==> src/rtl/sra_pkg.sv <==
// Shared definitions for the serial register-access engine.
package sra_pkg;
    typedef enum logic [2:0] {
        ST_CMD, ST_SKIP, ST_COUNT, ST_RDATA,
        ST_RADDR, ST_RCTRL, ST_WDATA, ST_TAIL
    } sra_state_e;

    localparam logic [7:0] CTRL_PASS = 8'h59;
    localparam logic [7:0] CTRL_FAIL = 8'hA6;
endpackage

==> src/rtl/sra_shifter.sv <==
// Bit-level front end. It oversamples the serial clock with clk, shifts
// bytes in MSB first on the rising edges and shifts the reply out after
// the falling edges. A byte queued on the last rising edge of a byte is
// loaded on the falling edge that follows it.
// Assumes sclk, csn and mosi are synchronous to clk and that each sclk
// level lasts for at least one clk cycle.
module sra_shifter #(
    parameter int BYTE_W = 8
) (
    input  logic              clk,
    input  logic              rst_n,
    input  logic              sclk_i,
    input  logic              csn_i,
    input  logic              mosi_i,
    input  logic [BYTE_W-1:0] load_byte_i,
    input  logic              invert_i,
    output logic              miso_o,
    output logic              rise_o,
    output logic              byte_stb_o,
    output logic [BYTE_W-1:0] rx_byte_o,
    output logic              aligned_o
);
    localparam int CNT_W = $clog2(BYTE_W);

    logic              sclk_q;
    logic              fall;
    logic              load_pend;
    logic [CNT_W-1:0]  bit_cnt;
    logic [BYTE_W-1:0] rx_sr;
    logic [BYTE_W-1:0] tx_sr;

    // Keep the previous serial clock level for edge detection.
    always_ff @(posedge clk) begin
        if (!rst_n) sclk_q <= 1'b0;
        else        sclk_q <= sclk_i;
    end

    assign rise_o     = !csn_i && sclk_i && !sclk_q;
    assign fall       = !csn_i && !sclk_i && sclk_q;
    assign byte_stb_o = rise_o && (bit_cnt == CNT_W'(BYTE_W - 1));
    assign rx_byte_o  = {rx_sr[BYTE_W-2:0], mosi_i};
    assign aligned_o  = (bit_cnt == '0);
    assign miso_o     = tx_sr[BYTE_W-1];

    // Receive side: count the bits and shift mosi in.
    always_ff @(posedge clk) begin
        if (!rst_n) begin
            bit_cnt <= '0;
            rx_sr   <= '0;
        end else if (csn_i) begin
            bit_cnt <= '0;
            rx_sr   <= '0;
        end else if (rise_o) begin
            bit_cnt <= bit_cnt + CNT_W'(1);
            rx_sr   <= rx_byte_o;
        end
    end

    // Transmit side: load on the falling edge after each byte, shift otherwise.
    always_ff @(posedge clk) begin
        if (!rst_n) begin
            tx_sr     <= '0;
            load_pend <= 1'b0;
        end else if (csn_i) begin
            tx_sr     <= '0;
            load_pend <= 1'b0;
        end else begin
            if (byte_stb_o) load_pend <= 1'b1;
            if (rise_o && invert_i) begin
                tx_sr <= ~tx_sr;
            end else if (fall) begin
                if (load_pend) begin
                    tx_sr     <= load_byte_i;
                    load_pend <= 1'b0;
                end else begin
                    tx_sr <= tx_sr << 1;
                end
            end
        end
    end

    assert_idle_quiet_R1: assert property (@(posedge clk) disable iff (!rst_n)
        csn_i |=> !miso_o);
    assert_position_clear_R1: assert property (@(posedge clk) disable iff (!rst_n)
        csn_i |=> aligned_o);
endmodule

==> src/rtl/sra_protocol.sv <==
// Byte-level protocol engine. It decodes the command and the protected
// count, schedules the reply byte for every slot (echo, register data,
// last address or control code), checks the master's echo during reads,
// drives the staging writes and raises a commit pulse at the close of a
// clean write frame.
// Assumes the strobes come from sra_shifter. A rising csn resets the frame.
module sra_protocol
    import sra_pkg::*;
#(
    parameter int ADDR_W = 4,
    parameter int DATA_W = 8
) (
    input  logic              clk,
    input  logic              rst_n,
    input  logic              csn_i,
    input  logic              mosi_i,
    input  logic              miso_i,
    input  logic              rise_i,
    input  logic              byte_stb_i,
    input  logic [DATA_W-1:0] rx_byte_i,
    input  logic              aligned_i,
    input  logic [DATA_W-1:0] rd_data_i,
    output logic [DATA_W-1:0] tx_byte_o,
    output logic              invert_o,
    output logic [ADDR_W-1:0] rd_addr_o,
    output logic              st_we_o,
    output logic [ADDR_W-1:0] st_addr_o,
    output logic [DATA_W-1:0] st_data_o,
    output logic              commit_o,
    output logic              frame_end_o
);
    localparam int NIB_W   = DATA_W / 2;
    localparam int RD_FLAG = DATA_W - 1;

    sra_state_e        state;
    logic              is_read;
    logic [ADDR_W-1:0] ptr;
    logic [NIB_W-1:0]  remain;
    logic              err;
    logic              echo_armed;
    logic              wr_full;
    logic              wr_over;
    logic              ctrl_flipped;
    logic              csn_q;
    logic [DATA_W-1:0] sent_prev;

    logic [NIB_W-1:0]  cnt_field;
    logic              cnt_bad;
    logic              echo_bad;

    assign cnt_field   = rx_byte_i[DATA_W-1:NIB_W];
    assign cnt_bad     = rx_byte_i[NIB_W-1:0] != ~cnt_field;
    assign echo_bad    = rx_byte_i != sent_prev;
    assign rd_addr_o   = (state == ST_COUNT) ? ptr : ptr + ADDR_W'(1);
    assign st_we_o     = byte_stb_i && (state == ST_WDATA);
    assign st_addr_o   = ptr;
    assign st_data_o   = rx_byte_i;
    assign invert_o    = rise_i && (state == ST_RCTRL) && !ctrl_flipped &&
                         (tx_byte_o == CTRL_PASS) && (mosi_i != miso_i);
    assign frame_end_o = csn_i && !csn_q;
    assign commit_o    = frame_end_o && !is_read && wr_full && !wr_over &&
                         !err && aligned_i;

    // Frame state: step through the slots on each completed byte.
    always_ff @(posedge clk) begin
        if (!rst_n) begin
            csn_q        <= 1'b1;
            state        <= ST_CMD;
            is_read      <= 1'b0;
            ptr          <= '0;
            remain       <= '0;
            err          <= 1'b0;
            echo_armed   <= 1'b0;
            wr_full      <= 1'b0;
            wr_over      <= 1'b0;
            ctrl_flipped <= 1'b0;
            sent_prev    <= '0;
            tx_byte_o    <= '0;
        end else begin
            csn_q <= csn_i;
            if (csn_i) begin
                state        <= ST_CMD;
                is_read      <= 1'b0;
                ptr          <= '0;
                remain       <= '0;
                err          <= 1'b0;
                echo_armed   <= 1'b0;
                wr_full      <= 1'b0;
                wr_over      <= 1'b0;
                ctrl_flipped <= 1'b0;
                sent_prev    <= '0;
                tx_byte_o    <= '0;
            end else begin
                if (invert_o) ctrl_flipped <= 1'b1;
                if (byte_stb_i) begin
                    sent_prev <= tx_byte_o;
                    case (state)
                        ST_CMD: begin
                            is_read   <= rx_byte_i[RD_FLAG];
                            ptr       <= rx_byte_i[ADDR_W-1:0];
                            tx_byte_o <= rx_byte_i;
                            state     <= rx_byte_i[RD_FLAG] ? ST_SKIP : ST_COUNT;
                        end
                        ST_SKIP: begin
                            tx_byte_o <= rx_byte_i;
                            state     <= ST_COUNT;
                        end
                        ST_COUNT: begin
                            remain <= cnt_field;
                            if (cnt_bad) err <= 1'b1;
                            if (is_read) begin
                                tx_byte_o <= rd_data_i;
                                state     <= ST_RDATA;
                            end else begin
                                tx_byte_o <= rx_byte_i;
                                state     <= ST_WDATA;
                            end
                        end
                        ST_RDATA: begin
                            if (echo_armed && echo_bad) err <= 1'b1;
                            echo_armed <= 1'b1;
                            if (remain == '0) begin
                                tx_byte_o <= DATA_W'(ptr);
                                state     <= ST_RADDR;
                            end else begin
                                ptr       <= ptr + ADDR_W'(1);
                                remain    <= remain - NIB_W'(1);
                                tx_byte_o <= rd_data_i;
                            end
                        end
                        ST_RADDR: begin
                            if (echo_bad) err <= 1'b1;
                            tx_byte_o <= (err || echo_bad) ? CTRL_FAIL : CTRL_PASS;
                            state     <= ST_RCTRL;
                        end
                        ST_RCTRL: begin
                            tx_byte_o <= '0;
                            state     <= ST_TAIL;
                        end
                        ST_WDATA: begin
                            tx_byte_o <= rx_byte_i;
                            ptr       <= ptr + ADDR_W'(1);
                            if (remain == '0) begin
                                wr_full <= 1'b1;
                                state   <= ST_TAIL;
                            end else begin
                                remain <= remain - NIB_W'(1);
                            end
                        end
                        ST_TAIL: begin
                            tx_byte_o <= is_read ? '0 : rx_byte_i;
                            if (!is_read) wr_over <= 1'b1;
                        end
                        default: state <= ST_CMD;
                    endcase
                end
            end
        end
    end

    assert_read_states_R5: assert property (@(posedge clk) disable iff (!rst_n)
        (state inside {ST_SKIP, ST_RDATA, ST_RADDR, ST_RCTRL}) |-> is_read);
    assert_write_states_R9: assert property (@(posedge clk) disable iff (!rst_n)
        (state == ST_WDATA) |-> !is_read);
    assert_trailer_code_R6: assert property (@(posedge clk) disable iff (!rst_n)
        (byte_stb_i && !csn_i && state == ST_RADDR) |=>
        (tx_byte_o == CTRL_PASS || tx_byte_o == CTRL_FAIL));
    assert_flip_on_pass_R7: assert property (@(posedge clk) disable iff (!rst_n)
        (state == ST_RCTRL && ctrl_flipped) |-> (tx_byte_o == CTRL_PASS));
endmodule

==> src/rtl/sra_regfile.sv <==
// Register file with a staging buffer. Write-frame bytes land in the stage
// and set a per-entry mark. A commit pulse copies the marked entries into
// the live registers. The end of every frame clears the marks.
// Assumes staging writes and frame end never coincide.
module sra_regfile #(
    parameter int ADDR_W = 4,
    parameter int DATA_W = 8
) (
    input  logic                          clk,
    input  logic                          rst_n,
    input  logic [ADDR_W-1:0]             rd_addr_i,
    output logic [DATA_W-1:0]             rd_data_o,
    input  logic                          st_we_i,
    input  logic [ADDR_W-1:0]             st_addr_i,
    input  logic [DATA_W-1:0]             st_data_i,
    input  logic                          commit_i,
    input  logic                          clear_i,
    output logic [(1<<ADDR_W)*DATA_W-1:0] regs_o
);
    localparam int DEPTH = 1 << ADDR_W;

    logic [DATA_W-1:0] regs  [DEPTH];
    logic [DATA_W-1:0] stage [DEPTH];
    logic [DEPTH-1:0]  marked;

    assign rd_data_o = regs[rd_addr_i];

    for (genvar i = 0; i < DEPTH; i++) begin : g_entry
        // Live register: updated only by a commit of a marked entry.
        always_ff @(posedge clk) begin
            if (!rst_n)                      regs[i] <= '0;
            else if (commit_i && marked[i])  regs[i] <= stage[i];
        end

        // Stage entry and its mark: filled by frame data, cleared at frame end.
        always_ff @(posedge clk) begin
            if (!rst_n) begin
                stage[i]  <= '0;
                marked[i] <= 1'b0;
            end else if (st_we_i && st_addr_i == ADDR_W'(i)) begin
                stage[i]  <= st_data_i;
                marked[i] <= 1'b1;
            end else if (clear_i) begin
                marked[i] <= 1'b0;
            end
        end

        assign regs_o[i*DATA_W +: DATA_W] = regs[i];
    end

    assert_hold_without_commit_R9: assert property (@(posedge clk) disable iff (!rst_n)
        !commit_i |=> $stable(regs_o));
endmodule

==> src/rtl/sra_engine.sv <==
// Top of the serial register-access slave. It connects the bit shifter,
// the protocol engine and the staged register file.
// Assumes all serial inputs are synchronous to clk and that a clk period
// is shorter than half an sclk period.
module sra_engine #(
    parameter int ADDR_W = 4,
    parameter int DATA_W = 8
) (
    input  logic                          clk,
    input  logic                          rst_n,
    input  logic                          spi_sclk,
    input  logic                          spi_csn,
    input  logic                          spi_mosi,
    output logic                          spi_miso,
    output logic [(1<<ADDR_W)*DATA_W-1:0] regs_o
);
    logic              rise;
    logic              byte_stb;
    logic              aligned;
    logic              invert;
    logic              st_we;
    logic              commit;
    logic              frame_end;
    logic [DATA_W-1:0] rx_byte;
    logic [DATA_W-1:0] tx_byte;
    logic [DATA_W-1:0] rd_data;
    logic [DATA_W-1:0] st_data;
    logic [ADDR_W-1:0] rd_addr;
    logic [ADDR_W-1:0] st_addr;

    sra_shifter #(.BYTE_W(DATA_W)) shifter_i (
        .clk(clk), .rst_n(rst_n), .sclk_i(spi_sclk), .csn_i(spi_csn),
        .mosi_i(spi_mosi), .load_byte_i(tx_byte), .invert_i(invert),
        .miso_o(spi_miso), .rise_o(rise), .byte_stb_o(byte_stb),
        .rx_byte_o(rx_byte), .aligned_o(aligned)
    );

    sra_protocol #(.ADDR_W(ADDR_W), .DATA_W(DATA_W)) protocol_i (
        .clk(clk), .rst_n(rst_n), .csn_i(spi_csn), .mosi_i(spi_mosi),
        .miso_i(spi_miso), .rise_i(rise), .byte_stb_i(byte_stb),
        .rx_byte_i(rx_byte), .aligned_i(aligned), .rd_data_i(rd_data),
        .tx_byte_o(tx_byte), .invert_o(invert), .rd_addr_o(rd_addr),
        .st_we_o(st_we), .st_addr_o(st_addr), .st_data_o(st_data),
        .commit_o(commit), .frame_end_o(frame_end)
    );

    sra_regfile #(.ADDR_W(ADDR_W), .DATA_W(DATA_W)) regfile_i (
        .clk(clk), .rst_n(rst_n), .rd_addr_i(rd_addr), .rd_data_o(rd_data),
        .st_we_i(st_we), .st_addr_i(st_addr), .st_data_i(st_data),
        .commit_i(commit), .clear_i(frame_end), .regs_o(regs_o)
    );
endmodule

==> config.mk <==
export PLATFORM = sky130hd
export DESIGN_NAME = sra_engine
export DESIGN_NICKNAME = d
export VERILOG_FILES = /design/src/rtl/sra_pkg.sv /design/src/rtl/sra_shifter.sv /design/src/rtl/sra_protocol.sv /design/src/rtl/sra_regfile.sv /design/src/rtl/sra_engine.sv
export SDC_FILE = /design/constraint.sdc
export NUM_CORES = 1
export LEC_CHECK = 0
export ABC_CLOCK_PERIOD_IN_PS = 6010
export BUFFER_PORTS_ARGS = -buffer_cell sky130_fd_sc_hd__buf_2
export CELL_PAD_IN_SITES_DETAIL_PLACEMENT = 0
export CELL_PAD_IN_SITES_GLOBAL_PLACEMENT = 1
export CORE_ASPECT_RATIO = 1.75
export CORE_MARGIN = 1.5
export CORE_UTILIZATION = 35
export DETAILED_ROUTE_END_ITERATION = 16
export HOLD_SLACK_MARGIN = 0.08
export PLACE_DENSITY_LB_ADDON = 0.1
export SYNTH_ARGS = -nofsm -noshare
export SYNTH_HDL_FRONTEND = slang
export SYNTH_HIERARCHICAL = 1
export SYNTH_SLANG_ARGS = --single-unit
==> constraint.sdc <==
create_clock -name clk -period 6.01 [get_ports clk]
set_clock_uncertainty 0.05 [all_clocks]
set_input_delay 0.9015 -clock clk [delete_from_list [all_inputs] [get_ports clk]]
set_output_delay 0.9015 -clock clk [all_outputs]
set_load 0.02 [all_outputs]
-- Word level (Yosys, flattened, before mapping)
Memory sizes are Yosys's and may differ from the RTL's.
Index checks and enable logic that the tools add are counted.
- add/subtract/negate cells: 3
- equality and inequality tests: 34
- multiplexer cells: 172
- bitwise logic cells: 36
- reduce and logical (&&, ||, !) cells: 95
- operator list (cell ; number):
    8-bit 2-to-1 mux ; 39
    1-bit 2-to-1 mux ; 121
    1-bit logical AND ; 50
    8-bit one-hot mux with 6 select lines ; 1
    2-bit nonzero test ; 18
    4-bit == test, second input constant ; 8
    1-bit OR ; 32
    3-bit one-hot mux with 7 select lines ; 1
    4-bit by 3-bit == test with 1-bit output, second input constant ; 4
    3-bit == test, second input constant ; 5
    4-bit 2-to-1 mux ; 3
    4-bit one-hot mux with 3 select lines ; 1
    3-bit AND reduction ; 4
    3-bit 2-to-1 mux ; 3
    4-bit by 2-bit == test with 1-bit output, second input constant ; 2
    8-bit by 7-bit == test with 1-bit output, second input constant ; 1
    1-bit zero test ; 8
    4-bit zero test ; 2
    2-bit by 1-bit inequality test with 1-bit output, second input constant ; 4
    8-bit inequality test ; 1
    8-bit NOT ; 1
    4-bit one-hot mux with 2 select lines ; 1
    7-bit nonzero test ; 1
    3-bit by 2-bit == test with 1-bit output, second input constant ; 2
    other kinds (20) ; 27
- flip-flop bits (word level): 70
- bits in writable memories: 256
- input bits: 5
- output and inout port bits: 129
- word-level logic and storage cells: 375
- memories: 2
- memory list (name ; words ; bits a word ; rd ports ; clocked after memory_dff ; wr ports ; RTL line ; source):
    regfile_i.regs ; 16 ; 8 ; 17 ; 0 ; 16 ; sra_regfile.sv:22 ; logic [DATA_W-1:0] regs [DEPTH];
    regfile_i.stage ; 16 ; 8 ; 16 ; 0 ; 16 ; sra_regfile.sv:23 ; logic [DATA_W-1:0] stage [DEPTH];

-- Depth between registers and ports, before layout
- depth after elaboration: 12
- gate-level depth with buffers: 13
- mapped depth without buffers: 12

-- Modules after synthesis
Netlist, hierarchy kept.
- modules (own cells, without submodules) (module ; instances ; cells an instance ; area each (sq um)):
    sra_regfile ; 1 ; 723 ; 11242.0
    sra_protocol ; 1 ; 245 ; 2092.0
    sra_shifter ; 1 ; 104 ; 1018.5

-- Least setup slack after synthesis
OpenSTA, ideal clock, no wires.
- path kind: input to register
- start: input spi_csn
- end: memory regfile_i.stage[2][0], in the netlist regfile_i/stage[0][16] (enable)
- library setup time: 384 ps
- data arrival time: 3648 ps
- data required time: 5576 ps
- path slack: 1928 ps
- cell stages on the path: 10
- path buffers: 3
- cells stage by stage: or3b_1 buf_6 clkinv_4 buf_12 and2_1 clkbuf_1 nand2_1 nor3_1 or3b_2 o21ai_0
- RTL lines (item ; RTL line ; source):
    start, declared ; sra_engine.sv:12 ; input logic spi_csn,
    end, declared ; sra_regfile.sv:23 ;

==> metrics.md <==
| Metric | Value |
|---|---|
| Crit-path cells | buf_2, or3b_1, clkinv_4, and2_1, nand2_1, nor3_1, or3b_2, o21ai_0 |
| VDD IR max | approximately 180 uV |
| DP Cell Count | 1704 |
| GPL Wtd Cong | a little over 0.8 |
| Final period util | 71.56% |
| Max-Cap Viols | 0 |
| Worst Path Arrival | 4.43 ns |
| First-pass GRT wire length | 62110 um |
| WL per Instance | 24.90 um |
| # IOs | approximately 130 |
| Largest net degree at the start of global routing | 129 |
| Initial antenna violation count | 2 |
| Sequential share of the synthesized area | 63.32% |
| Via density | 5.148 |
| Nets@finish | around 1200 |
| Slew margin rel. | 24.44% |
| Worst R2R Setup Slack | 1.78 ns |
| CTS Buffer Depth | 3 |
| Total clock sinks | 326 |
| Nature of the critical path startpoint | primary input |
| Residual DRC count | 0 |
| Crit-path max cell delay | 0.92 ns |
| Cell row count | 98 |
| Yosys top cell by area | edfxtp_1 |
| Register bit count reported by yosys | about 330 |
| Worst setup path class | in -> reg |
| Total CTS buffers | 31 |
| Register area | a little over 9000 um^2 |
| CTS Hold Bufs | 0 |
| Port buffer count | approximately 130 |
| DRT antenna net count | 0 |
| Postcts setup bufs | 0 |
| Routed wire length | 43920 um |
| Leading cell type in the layout, fill and taps excluded | edfxtp_1 |
| Core ar. | a little over 40000 um^2 |
| Post-Syn Area | 14350 um^2 |
| Synthesis warning total | 6 |
| Aggregate global routing overflow | 0 |
| Crit. End Element | flop |
| Total negative setup slack | 0 ns |
| # H-tree levels | 1 |
| Synth Net Count | 1082 |
| Die boundary height | 270.9 um |
| Critical Path RT | 6.14 ns |
| Top post-synthesis cells by area | edfxtp_1, dfxtp_1, and2_1 |
| Area growth syn-to-layout | 15.39% |
| Multi-input logic area | between 4000 and 5000 um^2 |
| Clock slew at reported path FFs | 0.06 ns |
| Tmin final | 4.301 ns |
| Max FO, Critical Path | 13 |
| Leak Pwr | between 6 and 7 nW |
| Number of DRC markers in iteration 0 | between 500 and 600 |
| HP Class | reg -> reg |
| FFs w/ async S/R, synth | 0% |
| Final count of negative-setup-slack endpoints | 0 |
| Vias | just over 9000 |
| Worst hold slack | 0.4200 ns |
| Final Hold Vio Count | 0 |
| All-Layer GR Usage | 20.70% |
| DRT Pass-1 Iters | 5 |
| Pwr per Cell Area | slightly below 300 nW/um^2 |
| Worst skew pair latency | 0.58 ns |
| Die width | approximately 160 um |
| Mapped Cells | 1072 |
| Fmax | 232.5 MHz |
| Filler cells | approximately 3900 |
| Starting Density | 35.26% |
| Slew Viols, Final | 0 |
| Die area | 42280 um^2 |
| Status | finished clean |
| Crit path max-delay cell type | o21ai_0 |
| Vias in the first global route | 8984 |
| Synth top area share | 53.56% |
| CTS tree | built |
| Share of cells above drive strength 1 | 22.38% |
| Dpl hpwl | 30200 um |
| Most frequent cells in the layout | edfxtp_1, buf_2, and2_1 |
| Worst-Margin Slew | 1.121 ns |
| Dominant synthesized flop cell | edfxtp_1 |
| Clk Tree Root Cell | clkbuf_16 |
| Yosys cell types | between 60 and 70 |
| Unrepaired setup endpoints after global routing | no |
| # resized after CTS | 0 |
| Fin cells | 1764 |
| Syn avg cell area | 13.39 um^2 |
| EDFF count, synth | roughly 260 |
## critical path, delay by kind of cell
kind,cells,cell delay (ns)
and+or+nand+nor,5,2.25
AOI/OAI and AO/OA,1,0.92
buffers and inverters,2,0.36
## cell type report
cell class | count | area share, %
timing repair buffer | 153 | 5.002
multi-input combinational | 665 | 29.13
inverter | 10 | 0.2569
antenna | 3 | 0.04533
clock buffer | 35 | 4.896
clock inverter | 22 | 1.579
tap | 550 | 4.155
sequential | 326 | 54.93
## sequential cells by signal, indices dropped and copies added, names as in the netlist, 4 cells and up
| signal | flops |
|---|---|
| shifter_i/tx_sr | 8 |
| regfile_i/marked | 16 |
| regfile_i/stage | 128 |
| protocol_i/sent_prev | 8 |
| shifter_i/rx_sr | 7 |
| protocol_i/remain | 4 |
| protocol_i/tx_byte_o | 8 |
| regfile_i/regs | 128 |
| protocol_i/st_addr_o | 4 |
## cells in the mapped netlist (7+ instances only)
cell	n
buf_2	16
and3_1	129
a21oi_2	8
nand2_1	66
mux4_2	18
nand2_2	8
mux2_2	7
mux4_1	14
edfxtp_1	256
nor2_1	45
mux2i_1	17
a211oi_1	17
o21ai_0	37
and2_1	133
a21oi_1	17
xor2_1	13
clkbuf_1	32
inv_1	8
a22oi_1	18
buf_4	13
dfxtp_1	70
a31oi_1	9
nor2b_1	8
a21o_1	18
## cell families (layout without fill, tap and decap cells)
| kind of cell | after synthesis | after routing | share of synthesized area (%) |
|---|---|---|---|
| flip-flops | 326 | 326 | 63.32 |
| AND/OR/NAND/NOR | 438 | 438 | 17.70 |
| XOR/XNOR | 18 | 18 | 1.098 |
| AO/OA/AOI/OAI | 146 | 146 | 6.948 |
| other | 0 | 3 | 0 |
| buffers and inverters | 81 | 220 | 3.138 |
| multiplexers | 57 | 57 | 7.279 |
| adder cells (fa/ha/maj) | 6 | 6 | 0.5143 |
## where the power goes
part	leakage (nW)	internal, mW	switching, mW
sequential	3.00	2.51	0.0570
clock	0.530	1.22	0.849
combinational	2.94	0.0619	0.156
total	6.47	3.80	1.06
## worst paths after layout
| check | cells past startpoint | endpoint | from |
|---|---|---|---|
| worst max-delay path | 8 | regfile_i/stage[0][33]$_SDFFCE_PN0P_ | spi_csn |
| worst min-delay path | 1 | shifter_i/tx_sr[4]$_SDFFE_PP0P_ | shifter_i/tx_sr[4]$_SDFFE_PP0P_ |
| worst max register to register | 12 | protocol_i/tx_byte_o[3]$_SDFFE_PP0P_ | protocol_i/state[2]$_SDFFE_PP0P_ |
| worst min register to register | 1 | shifter_i/tx_sr[4]$_SDFFE_PP0P_ | shifter_i/tx_sr[4]$_SDFFE_PP0P_ |
## per-layer routing
| metal | wire (um) | global-route usage [%] | part of all wire (%) | vias to the layer above |
|---|---|---|---|---|
| met5 | 0 | 0 | 0 | - |
| met4 | 1612 | 7.970 | 3.7 | 0 |
| met3 | 1620 | 2.034 | 3.7 | 62 |
| met2 | 24150 | 39.65 | 55 | 240 |
| met1 | 16540 | 23.07 | 38 | 4563 |
| li1 | - | - | - | 4216 |
## metrics by stage
stage	power (mW)	area (um^2)	util, %	setup slack [ns]
after CTS	4.922	16550	40.66	1.789
after floorplan	2.719	14350	-	1.928
after global placement	2.842	15480	38.03	1.323
final	4.861	16560	40.68	1.709
after detailed placement	2.843	15480	38.03	1.198
after global routing	5.015	16550	40.66	1.518
No activity file was read; power rests on OpenSTA's default activity.
